$ cat config.mk
export PLATFORM = sky130hd
export DESIGN_NAME = apbcsr_slave
export DESIGN_NICKNAME = d
export VERILOG_FILES = /design/src/rtl/apbcsr_pkg.sv /design/src/rtl/apbcsr_decode.sv /design/src/rtl/apbcsr_rwreg.sv /design/src/rtl/apbcsr_status.sv /design/src/rtl/apbcsr_rdpipe.sv /design/src/rtl/apbcsr_slave.sv
export SDC_FILE = /design/constraint.sdc
export NUM_CORES = 1
export LEC_CHECK = 0
export BUFFER_PORTS_ARGS = -buffer_cell sky130_fd_sc_hd__buf_2
export CORE_MARGIN = 3
export CORE_UTILIZATION = 40
export CTS_CLUSTER_DIAMETER = 100
export CTS_CLUSTER_SIZE = 16
export DETAILED_ROUTE_END_ITERATION = 6
export PLACE_DENSITY = 0.68
export SYNTH_ARGS = -nofsm -noshare
export SYNTH_HDL_FRONTEND = slang
export SYNTH_SLANG_ARGS = --single-unit
$ cat constraint.sdc
create_clock -name pclk -period 2.7 [get_ports pclk]
set_clock_uncertainty 0.1 [all_clocks]
set_input_delay 0.405 -clock pclk [delete_from_list [all_inputs] [get_ports pclk]]
set_output_delay 0.405 -clock pclk [all_outputs]
set_load 0.1 [all_outputs]
$ cat src/rtl/apbcsr_pkg.sv
package apbcsr_pkg;

    // Default geometry of the register bank
    localparam int ADDR_W_DEF   = 12;
    localparam int DATA_W_DEF   = 32;
    localparam int NUM_EVT_DEF  = 4;
    localparam int NUM_DATA_DEF = 2;

    // Word slots of the fixed registers; data words follow them
    localparam int SLOT_CTRL = 0;
    localparam int SLOT_STAT = 1;
    localparam int SLOT_DATA = 2;

    // Phase classification of the current bus cycle
    typedef struct packed {
        logic wr_access;   // write, access phase
        logic rd_setup;    // read, setup phase
        logic rd_access;   // read, access phase
    } bus_phase_t;

    function automatic bus_phase_t classify(input logic sel, input logic en, input logic wr);
        bus_phase_t p;
        p.wr_access = sel & en & wr;
        p.rd_setup  = sel & ~en & ~wr;
        p.rd_access = sel & en & ~wr;
        return p;
    endfunction

    // Sticky status update: clear by ones written, events have priority
    function automatic logic [31:0] sticky_next(input logic [31:0] cur,
                                                input logic [31:0] clr,
                                                input logic [31:0] set);
        return (cur & ~clr) | set;
    endfunction

endpackage

$ cat src/rtl/apbcsr_decode.sv
module apbcsr_decode
    import apbcsr_pkg::*;
#(
    parameter int IDX_W    = 10,
    parameter int NUM_REGS = 4
) (
    input  logic                psel,
    input  logic                penable,
    input  logic                pwrite,
    input  logic [IDX_W-1:0]    word_idx,
    output logic [NUM_REGS-1:0] sel_oh,
    output logic [NUM_REGS-1:0] wr_en,
    output logic                rd_setup,
    output logic                rd_access
);

    bus_phase_t phase;

    always_comb phase = classify(psel, penable, pwrite);

    assign rd_setup  = phase.rd_setup;
    assign rd_access = phase.rd_access;

    for (genvar r = 0; r < NUM_REGS; r++) begin : g_slot
        assign sel_oh[r] = (word_idx == IDX_W'(r));
        assign wr_en[r]  = phase.wr_access & sel_oh[r];
    end

endmodule

$ cat src/rtl/apbcsr_rwreg.sv
module apbcsr_rwreg #(
    parameter int W = 32
) (
    input  logic         clk,
    input  logic         rst,
    input  logic         wr_en,
    input  logic [W-1:0] wdata,
    output logic [W-1:0] q
);

    always_ff @(posedge clk) begin
        if (rst) begin
            q <= '0;
        end else if (wr_en) begin
            q <= wdata;
        end
    end

endmodule

$ cat src/rtl/apbcsr_status.sv
module apbcsr_status
    import apbcsr_pkg::*;
#(
    parameter int NUM_EVT = 4
) (
    input  logic               clk,
    input  logic               rst,
    input  logic               wr_en,
    input  logic [NUM_EVT-1:0] wdata,
    input  logic [NUM_EVT-1:0] evt,
    output logic [NUM_EVT-1:0] q
);

    logic [NUM_EVT-1:0] clr_mask;
    logic [31:0]        nxt_full;

    assign clr_mask = wr_en ? wdata : '0;

    always_comb nxt_full = sticky_next(32'(q), 32'(clr_mask), 32'(evt));

    always_ff @(posedge clk) begin
        if (rst) begin
            q <= '0;
        end else begin
            q <= nxt_full[NUM_EVT-1:0];
        end
    end

endmodule

$ cat src/rtl/apbcsr_rdpipe.sv
module apbcsr_rdpipe #(
    parameter int DATA_W   = 32,
    parameter int NUM_REGS = 4
) (
    input  logic                             clk,
    input  logic                             rst,
    input  logic                             rd_setup,
    input  logic                             rd_access,
    input  logic [NUM_REGS-1:0]              sel_oh,
    input  logic [NUM_REGS-1:0][DATA_W-1:0]  reg_vals,
    output logic [DATA_W-1:0]                rdata_q,
    output logic [DATA_W-1:0]                prdata
);

    logic [DATA_W-1:0] mux_out;

    // One-hot AND-OR select; no slot selected yields zero
    always_comb begin
        mux_out = '0;
        for (int r = 0; r < NUM_REGS; r++) begin
            mux_out = mux_out | (reg_vals[r] & {DATA_W{sel_oh[r]}});
        end
    end

    // Capture only in a read setup cycle, otherwise hold
    always_ff @(posedge clk) begin
        if (rst) begin
            rdata_q <= '0;
        end else if (rd_setup) begin
            rdata_q <= mux_out;
        end
    end

    assign prdata = rdata_q & {DATA_W{rd_access}};

endmodule

$ cat src/rtl/apbcsr_slave.sv
module apbcsr_slave
    import apbcsr_pkg::*;
#(
    parameter int ADDR_W   = ADDR_W_DEF,
    parameter int DATA_W   = DATA_W_DEF,
    parameter int NUM_EVT  = NUM_EVT_DEF,
    parameter int NUM_DATA = NUM_DATA_DEF
) (
    input  logic               pclk,
    input  logic               presetn,
    input  logic               psel,
    input  logic               penable,
    input  logic               pwrite,
    input  logic [ADDR_W-1:0]  paddr,
    input  logic [DATA_W-1:0]  pwdata,
    output logic [DATA_W-1:0]  prdata,
    output logic               pready,
    output logic               pslverr,
    input  logic [NUM_EVT-1:0] evt,
    output logic               irq
);

    localparam int IDX_W    = ADDR_W - 2;
    localparam int NUM_REGS = SLOT_DATA + NUM_DATA;

    logic                             rst;
    logic [NUM_REGS-1:0]              sel_oh;
    logic [NUM_REGS-1:0]              wr_en;
    logic                             rd_setup;
    logic                             rd_access;
    logic [NUM_EVT-1:0]               ctrl_q;
    logic [NUM_EVT-1:0]               stat_q;
    logic [NUM_DATA-1:0][DATA_W-1:0]  data_q;
    logic [NUM_REGS-1:0][DATA_W-1:0]  reg_vals;
    logic [DATA_W-1:0]                rdata_q;
    logic                             unused_lo;

    assign rst       = ~presetn;
    assign unused_lo = ^paddr[1:0];

    apbcsr_decode #(
        .IDX_W    (IDX_W),
        .NUM_REGS (NUM_REGS)
    ) u_decode (
        .psel      (psel),
        .penable   (penable),
        .pwrite    (pwrite),
        .word_idx  (paddr[ADDR_W-1:2]),
        .sel_oh    (sel_oh),
        .wr_en     (wr_en),
        .rd_setup  (rd_setup),
        .rd_access (rd_access)
    );

    apbcsr_rwreg #(.W(NUM_EVT)) u_ctrl (
        .clk   (pclk),
        .rst   (rst),
        .wr_en (wr_en[SLOT_CTRL]),
        .wdata (pwdata[NUM_EVT-1:0]),
        .q     (ctrl_q)
    );

    apbcsr_status #(.NUM_EVT(NUM_EVT)) u_status (
        .clk   (pclk),
        .rst   (rst),
        .wr_en (wr_en[SLOT_STAT]),
        .wdata (pwdata[NUM_EVT-1:0]),
        .evt   (evt),
        .q     (stat_q)
    );

    for (genvar d = 0; d < NUM_DATA; d++) begin : g_data
        apbcsr_rwreg #(.W(DATA_W)) u_word (
            .clk   (pclk),
            .rst   (rst),
            .wr_en (wr_en[SLOT_DATA + d]),
            .wdata (pwdata),
            .q     (data_q[d])
        );
        assign reg_vals[SLOT_DATA + d] = data_q[d];
    end

    assign reg_vals[SLOT_CTRL] = DATA_W'(ctrl_q);
    assign reg_vals[SLOT_STAT] = DATA_W'(stat_q);

    apbcsr_rdpipe #(
        .DATA_W   (DATA_W),
        .NUM_REGS (NUM_REGS)
    ) u_rdpipe (
        .clk       (pclk),
        .rst       (rst),
        .rd_setup  (rd_setup),
        .rd_access (rd_access),
        .sel_oh    (sel_oh),
        .reg_vals  (reg_vals),
        .rdata_q   (rdata_q),
        .prdata    (prdata)
    );

    assign irq     = |(stat_q & ctrl_q);
    assign pready  = 1'b1;
    assign pslverr = 1'b0;

endmodule

Word-level counts from Yosys, hierarchy flattened

Index checks and enable logic that the tools add are counted.

Bits in registers: 104
Word-level logic and storage cells: 34

Muxes and demuxes: 1
Bitwise gates (word level): 23
Equal/unequal tests: 3
Reduce and logical (&&, ||, !) cells: 2

Operator list:

| kind                                                             | number |
|---|---|
| 32-bit bitwise AND                                               | 3 |
| 32-bit OR                                                        | 3 |
| 4-bit by 32-bit bitwise AND with 32-bit output                   | 2 |
| 10-bit by 2-bit == test with 1-bit output, second input constant | 2 |
| 10-bit by 1-bit == test with 1-bit output, second input constant | 1 |
| 10-bit zero test                                                 | 1 |
| 1-bit bitwise AND                                                | 9 |
| 4-bit bitwise AND                                                | 2 |
| 4-bit 2-to-1 mux                                                 | 1 |
| 4-bit inverter                                                   | 1 |
| 4-bit OR                                                         | 1 |
| 4-bit OR reduction                                               | 1 |
| 1-bit inverter                                                   | 2 |

Longest topological paths before layout

Gate-level depths: netlist of run 1.

Depth in word-level cells: 7
Depth in mapped cells: 6
Gate-level depth less buffers: 3

Cells and area by module

Synthesis of run 1 repeated with hierarchy kept, for this count alone.

Cell total of the unflattened synthesis: 479
Area, all modules: 4665.7 µm²

Modules (own cells, without submodules):

| module                               | instances | area an instance (µm²) | sequential area each (µm²) | cells an instance |
|---|---|---|---|---|
| apbcsr_rwreg at g_data[0].u_word ... | 2         | 1163.6                 | 640.6                      | 103 |
| apbcsr_rdpipe                        | 1         | 1884.3                 | 640.6                      | 217 |
| apbcsr_status                        | 1         | 145.1                  | 80.1                       | 16 |
| apbcsr_rwreg at u_ctrl               | 1         | 140.1                  | 80.1                       | 13 |
| apbcsr_decode                        | 1         | 123.9                  | 0.0                        | 19 |
| apbcsr_slave                         | 1         | 45.0                   | 0.0                        | 8 |

Worst setup path before layout of run 1

OpenSTA, ideal clock, no wires.

Kind: input port to output port
Start point: input port pwrite
End point: output port prdata[10]
Cell stages on the path: 3
Setup slack: 0.562 ns
Data required time: 2.195 ns
Arrival: 1.633 ns
Path through: and3b_1 clkbuf_1 and2_1

Word-level cells in the longest chain between the ends: 3

Ends and longest elaborated chain:

| element            | line                | RTL |
|---|---|---|
| start: declaration | apbcsr_slave.sv:13  | `input logic pwrite,` |
| 1-bit inverter     | apbcsr_pkg.sv:25    | `p.rd_access = sel & en & ~wr;` |
| 1-bit bitwise AND  | apbcsr_pkg.sv:25    |  |
| 32-bit bitwise AND | apbcsr_rdpipe.sv:34 | `assign prdata = rdata_q & {DATA_W{rd_access}};` |
| end: declaration   | apbcsr_slave.sv:16  | `output logic [DATA_W-1:0] prdata,` |

No other way between the ends.

Worst setup path in the final report of run 1

Start point: input port paddr[11]
End point: register u_rdpipe.rdata_q[7]

Word-level cells in the longest chain between the ends: 5
Elaborated cells on any way between the ends: 11
Classes of those cells: 3 x eq/ne; 7 x bitwise; 1 x reduce/logical

Ends and longest elaborated chain:

| element                                                                       | line                | RTL |
|---|---|---|
| start: declaration                                                            | apbcsr_slave.sv:14  | `input logic [ADDR_W-1:0] paddr,` |
| 10-bit by 1-bit == test with 1-bit output or 10-bit zero test (tied branches) | apbcsr_decode.sv:25 | `assign sel_oh[r] = (word_idx == IDX_W'(r));` |
| 4-bit by 32-bit bitwise AND with 32-bit output                                | apbcsr_rdpipe.sv:21 | `mux_out = mux_out \| (reg_vals[r] & {DATA_W{sel_oh[r]}});` |
| 32-bit OR (2 in a row)                                                        | apbcsr_rdpipe.sv:21 |  |
| 32-bit OR (*)                                                                 | apbcsr_rdpipe.sv:21 |  |
| end signal: assignment                                                        | apbcsr_rdpipe.sv:30 | `rdata_q <= mux_out;` |
| end: declaration                                                              | apbcsr_rdpipe.sv:11 | `output logic [DATA_W-1:0] rdata_q,` |

Every way passes the cells marked *; elsewhere a longest branch is shown, timed or not.
A chain may end at the register's enable or synchronous reset.

==> metrics.cfg, run 1 <==
[yosys]
muxShareOfSynthArea=0.2313
yosysWarnings=0
synthAdderAreaFrac=0
syn_avg_cell_area_um2=9.646
yosysUniqueCellTypes=29
synth-simple-area-share=0.1903
synth_compound_area_frac=0.06940
synth_top_area_cell=dfxtp_1
ys_seq_area_frac=0.4583
synth-xor-area-share=0
yosysTopAreaCellShare=0.4583
syn-num-nets=524
synthCells=471
syn_area_um2=4543
synth_top_family_by_area=multiplexers
synth.area.top_cells=dfxtp_1, mux2i_1, nand2_1, and2_1, o21ai_2
ys_seq_elements=104

[sta]
layout_worst_path_cycle_share=0.7467
fin_ws_ns=0.6839
hold_ws_ns=0.1654
rsz0062_at_grt=false
fin_setup_tns_ns=0
worst-slew-pin-transition_ns=0.6557
hold_viol=0
post-route-min-period_ns=2.016
fmax_mhz=496.0
final_max_slew_viol_count=0
setup_violations=0
maxSlewHeadroom=0.5588

[worst_setup_path]
crit_family=simple AND/OR/NAND/NOR gates
rr_startpoint=u_status.q[1]
crit_chain=buf_2, or4_4, or4_4, o21ai_0
cpPeakStageDelay_ns=0.82
critPathLaunchType=primary input
arrival_ns=2.17
critPathBufInv=1
crit_path_frequent_cell=or4_4
crit_path_start=paddr[11]
r2r_cells=2
crit_required_ns=2.86
worstSetupEndpoint=u_rdpipe.rdata_q[7]
path_depth=4
cp_slowest_cell=or4_4
path_max_fanout=28
critical_path_class=primary input to flop
reg2reg_slack_ns=1.47
r2r_end=u_rdpipe.rdata_q[1]
worstSetupEndpointType=flop

[detailed_routing]
vias=3429
drt-initial-drc-count=168
wl_per_cell_um=14.92
final_antenna_net_count=0
drt_first_pass_iters=5
finalWirelength_um=10150
drc=0
via_per_inst=5.043

[finish]
num_antenna_cells=0
final-instance-count-excl-fill=680
multi_input_area_um2=2238
regArea_um2=2082
fill_cells=985
drive_gt1_frac=0.2481
syn2layout_area_growth_pct=28.04
fin_nets=589

[global_route]
grt_max_degree=132
antenna_found_initial=0
first_global_vias=3514
track_usage=0.1648
grt_overflow=0
grt_pass1_wl_um=16890

[status]
status=finished clean

[job]
maxCapViolCount=0

[clock_tree]
cts.clk_slew.worst_paths_ns=0.07
htreeDepth=3
cts_buffers=9
clkSinkCount=104
clk_latency_ns=0.33
root_buffer=clkbuf_16
cts_resized=0
clk_path_buf_depth=2
tritoncts=yes
cts_setup_buffers=0
cts_hold_buf=0

[hold_path]
hold_class=primary input to flop

[place]
numPortBuffers=83
placedCellCount=665
globalplace.congestion=0.7010
hpwlAfterDp_um=6666
place_ws_ns=0.3460

[power]
p_per_area_nw_per_um2=526.9
power_leakage_nw=2.480
ir_worst_vdd_uv=325.9
power_mw=3.065

[floorplanning]
coreArea_um2=10980
dieArea_um2=12670
rows=38
die_w_um=112.6
start_util=0.4136
dieHeight_um=112.6
io_pins=88

## stage by stage
stage,util,instance area [um2]
after floorplan,-,4543
after global placement,0.5013,5505
after detailed placement,0.5013,5505
after CTS,0.5296,5817
after global routing,0.5296,5817
final,0.5296,5817
## flip-flops by register name (all words and copies together), names as in the netlist
| signal | flops |
|---|---|
| g_data.u_word.q | 64 |
| u_rdpipe.rdata_q | 32 |
| u_ctrl.q | 4 |
| u_status.q | 4 |
## worst min-delay path by stage
stage / to / cells past startpoint / slack (ns) / from
2_1_floorplan: g_data[1].u_word.q[0] / 2 / 0.33 / g_data[1].u_word.q[0]
3_3_place_gp: g_data[1].u_word.q[3] / 2 / 0.34 / g_data[1].u_word.q[3]
3_5_place_dp: g_data[1].u_word.q[29] / 2 / 0.35 / g_data[1].u_word.q[29]
4_1_cts: u_status.q[2] / 2 / 0.15 / pwdata[2]
5_1_grt: u_status.q[2] / 2 / 0.15 / pwdata[2]
6_report: u_status.q[2] / 2 / 0.17 / pwdata[2]
## synth_stat cells
cell	number
and3b_1	1
nand2b_1	1
nor2b_1	1
nand4_1	2
nor4_1	4
a31oi_1	4
buf_6	1
and3_1	1
buf_1	8
o21ai_0	12
nand3_1	29
a22oi_1	2
clkbuf_1	20
nand2_1	103
buf_4	5
inv_1	5
nor2_1	1
dfxtp_1	104
and2_1	32
mux2i_1	96
or3b_1	1
o21ai_2	20
or4_4	3
nor4_4	1
a32o_1	4
buf_12	2
conb_1	2
mux4_2	4
buf_2	2
## logic make-up after synthesis
| kind of cell | after synthesis |
|---|---|
| AO/OA/AOI/OAI | 42 |
| buffers and inverters | 43 |
| flip-flops | 104 |
| multiplexers | 100 |
| other | 2 |
| AND/OR/NAND/NOR | 180 |
## per-layer routing
layer	vias to the layer above	global-route usage	routed length [um]	share of wire
met5	-	0	0	0
met3	6	0.03288	376	0.037
li1	1729	-	-	-
met1	1631	0.2003	4463	0.44
met2	63	0.2923	5210	0.51
met4	0	0.05128	96	0.0095
## report_power, final
group / total (mW) / internal, mW / switching (mW) / leakage [nW]
logic: 0.166 / 0.0578 / 0.109 / 1.50
registers: 1.54 / 1.54 / 0.00391 / 0.838
clock network: 1.36 / 0.808 / 0.549 / 0.141
total: 3.06 / 2.40 / 0.662 / 2.48
## area by class of cell
| class | instances | share of cell area |
|---|---|---|
| Multi-Input combinational cell | 324 | 0.3848 |
| Sequential cell | 104 | 0.3579 |
| Timing Repair Buffer | 92 | 0.1704 |
| Clock buffer | 10 | 0.03936 |
| Tap cell | 140 | 0.03011 |
| Clock inverter | 5 | 0.01420 |
| Inverter | 5 | 0.003226 |
## cell usage in the layout, fill, tap and decap left out
cell type and count:
dfxtp_1 104, nand2_1 103, mux2i_1 96, buf_2 50, buf_12 34, and2_1 32, nand3_1 29, o21ai_2 20
o21ai_0 12, clkbuf_16 9, buf_4 8, inv_1 5, nor4_1 4, a31oi_1 4, mux4_2 4, a32o_1 4
or4_4 3, clkinvlp_4 3, a22oi_1 2, nand4_1 2, conb_1 2, bufinv_16 2, and3b_1 1, nor4_4 1
nand2b_1 1, or3b_1 1, and3_1 1, nor2_1 1, nor2b_1 1, clkbuf_1 1
Power figures use the tool's default switching activity.
==> run 2, diff against run 1 <==
--- a/config.mk
+++ b/config.mk
@@ -11,7 +11,7 @@
 export CTS_CLUSTER_DIAMETER = 100
 export CTS_CLUSTER_SIZE = 16
 export DETAILED_ROUTE_END_ITERATION = 6
-export PLACE_DENSITY = 0.68
+export PLACE_DENSITY = 0.7
 export SYNTH_ARGS = -nofsm -noshare
 export SYNTH_HDL_FRONTEND = slang
 export SYNTH_SLANG_ARGS = --single-unit
==> constraint.sdc (replaced) <==
create_clock -name pclk -period 1.6 [get_ports pclk]
set_clock_uncertainty 0.1 [all_clocks]
set_input_delay 0.24 -clock pclk [delete_from_list [all_inputs] [get_ports pclk]]
set_output_delay 0.24 -clock pclk [all_outputs]
set_load 0.1 [all_outputs]
==> metrics.cfg, run 2 (synthesized netlist as in run 1, its figures left out) <==
[place]
hpwlAfterDp_um=7300  ; +9.5%
globalplace.congestion=0.7502  ; +7.0%
numPortBuffers=83  ; unchanged
place_ws_ns=-0.4487  ; -0.7947 ns

[worst_setup_path]
critical_path_class=primary input to primary output
r2r_end=u_rdpipe.rdata_q[0]
crit_chain=buf_2, and3b_2, bufbuf_16, and2_2, buf_12
rr_startpoint=u_status.q[0]
critPathBufInv=3  ; +2
crit_required_ns=1.26  ; -1.60 ns
cpPeakStageDelay_ns=0.28  ; -0.54 ns
worstSetupEndpointType=primary output
path_max_fanout=10  ; -64%
crit_path_start=penable
critPathLaunchType=primary input
reg2reg_slack_ns=0.36  ; -1.11 ns
cp_slowest_cell=bufbuf_16
crit_family=buffers and inverters
arrival_ns=1.28  ; -0.89 ns
r2r_cells=2  ; unchanged

[finish]
largest_reg_flops=64  ; unchanged
drive_gt1_frac=0.3416  ; +0.09349
num_antenna_cells=0  ; unchanged
fill_cells=944  ; -4.2%
syn2layout_area_growth_pct=36.77
final_common_cell=dfxtp_1
largestRegisters=g_data.u_word.q x64, u_rdpipe.rdata_q x32
largest_register=g_data.u_word.q
fin_nets=610  ; +3.6%
final_cell_mix=dfxtp_1, nand2_1, mux2i_1

[detailed_routing]
m1WireLength_um=4647  ; +4.1%
wl_met2_um=5497  ; +5.5%
drt_first_pass_iters=7  ; +2
finalWirelength_um=10680  ; +5.2%
vias=3586  ; +4.6%
drt-initial-drc-count=103  ; -39%
wl_per_cell_um=15.21  ; +1.9%
highest_layer=met4
final_antenna_net_count=0  ; unchanged
drc=0  ; unchanged
dr_wl_met3_um=299  ; -20%
via_per_inst=5.108  ; +1.3%

[hold_path]
worst_hold_path.num_cells=2  ; unchanged
hold_class=primary input to flop
hold-path-endpoint=u_status.q[0]
hp-start=pwdata[0]

[floorplanning]
coreArea_um2=10980  ; unchanged
io_pins=88  ; unchanged
dieArea_um2=12670  ; unchanged
rows=38  ; unchanged
start_util=0.4136  ; unchanged
die_w_um=112.6  ; unchanged
dieHeight_um=112.6  ; unchanged

[power]
power_mw=5.027  ; +64%
ir_worst_vdd_uv=477.9  ; +47%
power_leakage_nw=2.669  ; +7.6%
p_per_area_nw_per_um2=809.0  ; +54%

[sta]
maxSlewHeadroom=0.5989  ; +0.04006
worst-slew-pin-transition_ns=0.6017  ; -0.05404 ns
fmax_mhz=617.1
post-route-min-period_ns=1.620
hold_viol=0  ; unchanged
rsz0062_at_grt=true
setup_violations=12  ; +12
layout_worst_path_cycle_share=1.013
final_max_slew_viol_count=0  ; unchanged
fin_ws_ns=-0.02049  ; -0.7044 ns

[clock_tree]
root_buffer=clkbuf_16
cts_buffers=9  ; unchanged
htreeDepth=3  ; unchanged
clk_latency_ns=0.34  ; about the same
clk_path_buf_depth=2  ; unchanged
cts.clk_slew.worst_paths_ns=0.07  ; about the same
clkSinkCount=104  ; unchanged
tritoncts=yes

[global_route]
track_usage=0.1715  ; +0.006674
grt_overflow=0  ; unchanged
grt_max_degree=64  ; -52%
first_global_vias=3666  ; +4.3%
grt_pass1_wl_um=17670  ; +4.6%
antenna_found_initial=0  ; unchanged

[job]
maxCapViolCount=0  ; unchanged

[status]
status=finished, violations left
violations=setup timing

run 2: cell count changes in the layout (fill, tap and decap cells not counted), sizes merged:
cell	previous run	this run
clkinv	0	1
clkbuf	10	9
bufinv	2	0
bufbuf	0	1
inv	5	8
buf	92	109
dlygate4sd3	0	3
run 2: power by group:
group	internal (mW)	switching, mW	total (mW)
sequential	2.59	0.00647	2.60
combinational	0.133	0.195	0.329
clock	1.09	1.01	2.10
total	3.82	1.21	5.03
run 2: timing repair:
action / CTS / global route
setup endpoints to repair: 67 / 76
hold endpoints to repair: 3 / 0
resized for setup: 35 / 23
hold buffers: 3 / 0
buffers inserted: 3 / 0
pin swaps: 1 / 2
cloned: 4 / 0
run 2: worst max path at each step:
stage,to,slack [ns],cells after the start
2_1_floorplan,u_rdpipe.rdata_q[11],-0.26,5
3_3_place_gp,g_data[1].u_word.q[18],-0.39,6
3_5_place_dp,g_data[1].u_word.q[29],-0.45,6
4_1_cts,prdata[25],-0.01,5
5_1_grt,u_rdpipe.rdata_q[6],-0.03,5
6_report,prdata[24],-0.02,5
run 2: per-stage QoR:
| stage | hold slack, ns | TNS, ns | instance area, um2 | util | instances |
|---|---|---|---|---|---|
| after global routing | 0.001409 | -0.6429 | 6213 | 0.5657 | 702 |
| after CTS | 0.0004658 | -0.1298 | 6136 | 0.5587 | 702 |
| after global placement | 0.3395 | -25.70 | 5688 | 0.5179 | 679 |
| after floorplan | 0.2411 | -12.98 | 4592 | - | 471 |
| final | 0.007677 | -0.1838 | 6213 | 0.5657 | 702 |
| after detailed placement | 0.3483 | -26.77 | 5688 | 0.5179 | 679 |
run 2: layer usage:
metal	up-vias	GRT usage
li1	1786	-
met1	1710	0.2165
met2	73	0.2974
met3	17	0.02372
met4	0	0.06330
met5	-	0
run 2: layout make-up:
class                      count  area [um2]  area share
clock inverter                 7       65.06     0.01047
tap                          140       175.2     0.02819
clock buffer                   9       225.2     0.03625
timing repair buffer         113        1316      0.2118
sequential                   104        2082      0.3351
inverter                       5       18.77    0.003021
multi-input combinational    324        2331      0.3752
==> run 3, diff against run 2 <==
--- a/config.mk
+++ b/config.mk
@@ -7,11 +7,11 @@
 export LEC_CHECK = 0
 export BUFFER_PORTS_ARGS = -buffer_cell sky130_fd_sc_hd__buf_2
 export CORE_MARGIN = 3
-export CORE_UTILIZATION = 40
+export CORE_UTILIZATION = 47
 export CTS_CLUSTER_DIAMETER = 100
 export CTS_CLUSTER_SIZE = 16
 export DETAILED_ROUTE_END_ITERATION = 6
-export PLACE_DENSITY = 0.7
+export PLACE_DENSITY = 0.79
 export SYNTH_ARGS = -nofsm -noshare
 export SYNTH_HDL_FRONTEND = slang
 export SYNTH_SLANG_ARGS = --single-unit
==> metrics.cfg, run 3 (synthesized netlist as in run 1, its figures left out) <==
[status]
status=finished, violations left
violations=setup timing

[finish]
fill_cells=709  ; -25%
fin_nets=609  ; -0.16%
largestRegisters=g_data.u_word.q x64, u_rdpipe.rdata_q x32
syn2layout_area_growth_pct=34.21
final-instance-count-excl-fill=690  ; -1.7%
largest_register=g_data.u_word.q
num_antenna_cells=0  ; unchanged
final_cell_mix=nand2_1, dfxtp_1, mux2i_1
largest_reg_flops=64  ; unchanged
drive_gt1_frac=0.3369  ; -0.004739
fin_util=0.6537  ; +0.08792

[place]
placedCellCount=666  ; -1.9%
numPortBuffers=83  ; unchanged
place_ws_ns=-0.4224  ; +0.02632 ns
hpwlAfterDp_um=7310  ; +0.14%
globalplace.congestion=0.7857  ; +4.7%

[worst_setup_path]
worstSetupEndpointType=flop
critical_path_class=primary input to flop
critPathLaunchType=primary input
crit_required_ns=1.79  ; +0.53 ns
path_max_fanout=6  ; -4
arrival_ns=1.88  ; +0.60 ns

[global_route]
grt_overflow=0  ; unchanged
grt_max_degree=96  ; +50%
first_global_vias=3644  ; -0.60%
track_usage=0.1974  ; +0.02596
grt_pass1_wl_um=17450  ; -1.2%
antenna_found_initial=0  ; unchanged

[floorplanning]
dieArea_um2=10880  ; -14%
die_w_um=104.3  ; -7.3%
io_pins=88  ; unchanged
rows=35  ; -7.9%
dieHeight_um=104.3  ; -7.3%
start_util=0.4871  ; +0.07341
coreArea_um2=9328  ; -15%

[power]
ir_worst_vdd_uv=401.9  ; -16%
power_mw=4.570  ; -9.1%
p_per_area_nw_per_um2=749.5  ; -7.4%
power_leakage_nw=2.628  ; -1.5%

[sta]
setup_violations=42  ; +30
rsz0062_at_grt=true
fin_ws_ns=-0.08781  ; -0.06731 ns
post-route-min-period_ns=1.688  ; +0.06731 ns
fmax_mhz=592.5  ; -4.0%
layout_worst_path_cycle_share=1.055  ; +0.04207
hold_viol=0  ; unchanged
final_max_slew_viol_count=0  ; unchanged
hold_ws_ns=0.02142  ; +0.01374 ns

[detailed_routing]
final_antenna_net_count=0  ; unchanged
drt-initial-drc-count=177  ; +72%
drc=0  ; unchanged
via_per_inst=5.317  ; +4.1%
vias=3669  ; +2.3%
wl_per_cell_um=16.54  ; +8.8%
drt_first_pass_iters=4  ; -3
finalWirelength_um=11420  ; +6.9%

[clock_tree]
clkSinkCount=104  ; unchanged
htreeDepth=3  ; unchanged
root_buffer=clkbuf_8
tritoncts=yes
cts.clk_slew.worst_paths_ns=0.10  ; +0.03 ns
clk_latency_ns=0.36  ; +0.02 ns
cts_buffers=9  ; unchanged
clk_path_buf_depth=2  ; unchanged

[hold_path]
hold_class=primary input to flop

[job]
maxCapViolCount=0  ; unchanged

[run 3: cell count changes in the layout (fill, tap and decap cells not counted), sizes merged]
cell | previous run | this run
dlygate4sd3 | 3 | 4
inv | 8 | 5
clkinv | 1 | 5
bufbuf | 1 | 0
clkinvlp | 3 | 0
bufinv | 0 | 1
buf | 109 | 106
clkbuf | 9 | 12
[run 3: worst paths after layout]
check / start / end / depth (start not counted) / slack, ns
worst max-delay path: paddr[6] / g_data[1].u_word.q[28] / 7 / -0.09
worst max register to register: u_status.q[1] / u_rdpipe.rdata_q[1] / 2 / 0.34
worst min register to register: g_data[1].u_word.q[23] / g_data[1].u_word.q[23] / 2 / 0.36
worst min-delay path: evt[3] / u_status.q[3] / 3 / 0.02
[run 3: worst max-delay path, stage by stage]
cell       delay [ns]
buf_6            0.10
or4_4            0.54
buf_6            0.15
nor4_4           0.27
buf_6            0.19
clkbuf_16        0.18
mux2i_1          0.21
[run 3: layout make-up]
class,instances,area [um2],area share
clock buffers,10,137.6,0.02257
clock inverters,6,58.81,0.009645
inverters,5,18.77,0.003078
multi-input cells,324,2307,0.3784
flip-flops and latches,104,2083,0.3417
well taps,129,161.4,0.02647
repair buffers,112,1330,0.2181
[run 3: timing repair]
action | in CTS | in global routing
pin swaps | 2 | 4
hold endpoints to repair | 4 | 0
setup endpoints to repair | 54 | 48
setup buffers | 1 | 1
cloned | 2 | 3
gates resized for setup | 18 | 15
hold buffers | 4 | 0
[run 3: report_power, final]
part           leakage, nW  internal (mW)  switching [mW]
clock                0.106          0.759           0.879
combinational         1.68          0.134           0.196
sequential           0.839           2.59         0.00753
[run 3: metal layers]
layer  vias to the layer above  share of wire  GRT usage
li1                       1777              -          -
met1                      1761           0.40     0.2225
met4                         0          0.028    0.09117
met3                        24          0.036    0.03042
met5                         -              0          0
met2                       107           0.54     0.3625
[run 3: through the flow]
step	TNS, ns	cell area, um2
final	-1.705	6097
after global routing	-2.350	6097
after CTS	-0.1882	6007
after detailed placement	-24.85	5684
after global placement	-22.34	5684
after floorplan	-12.98	4592
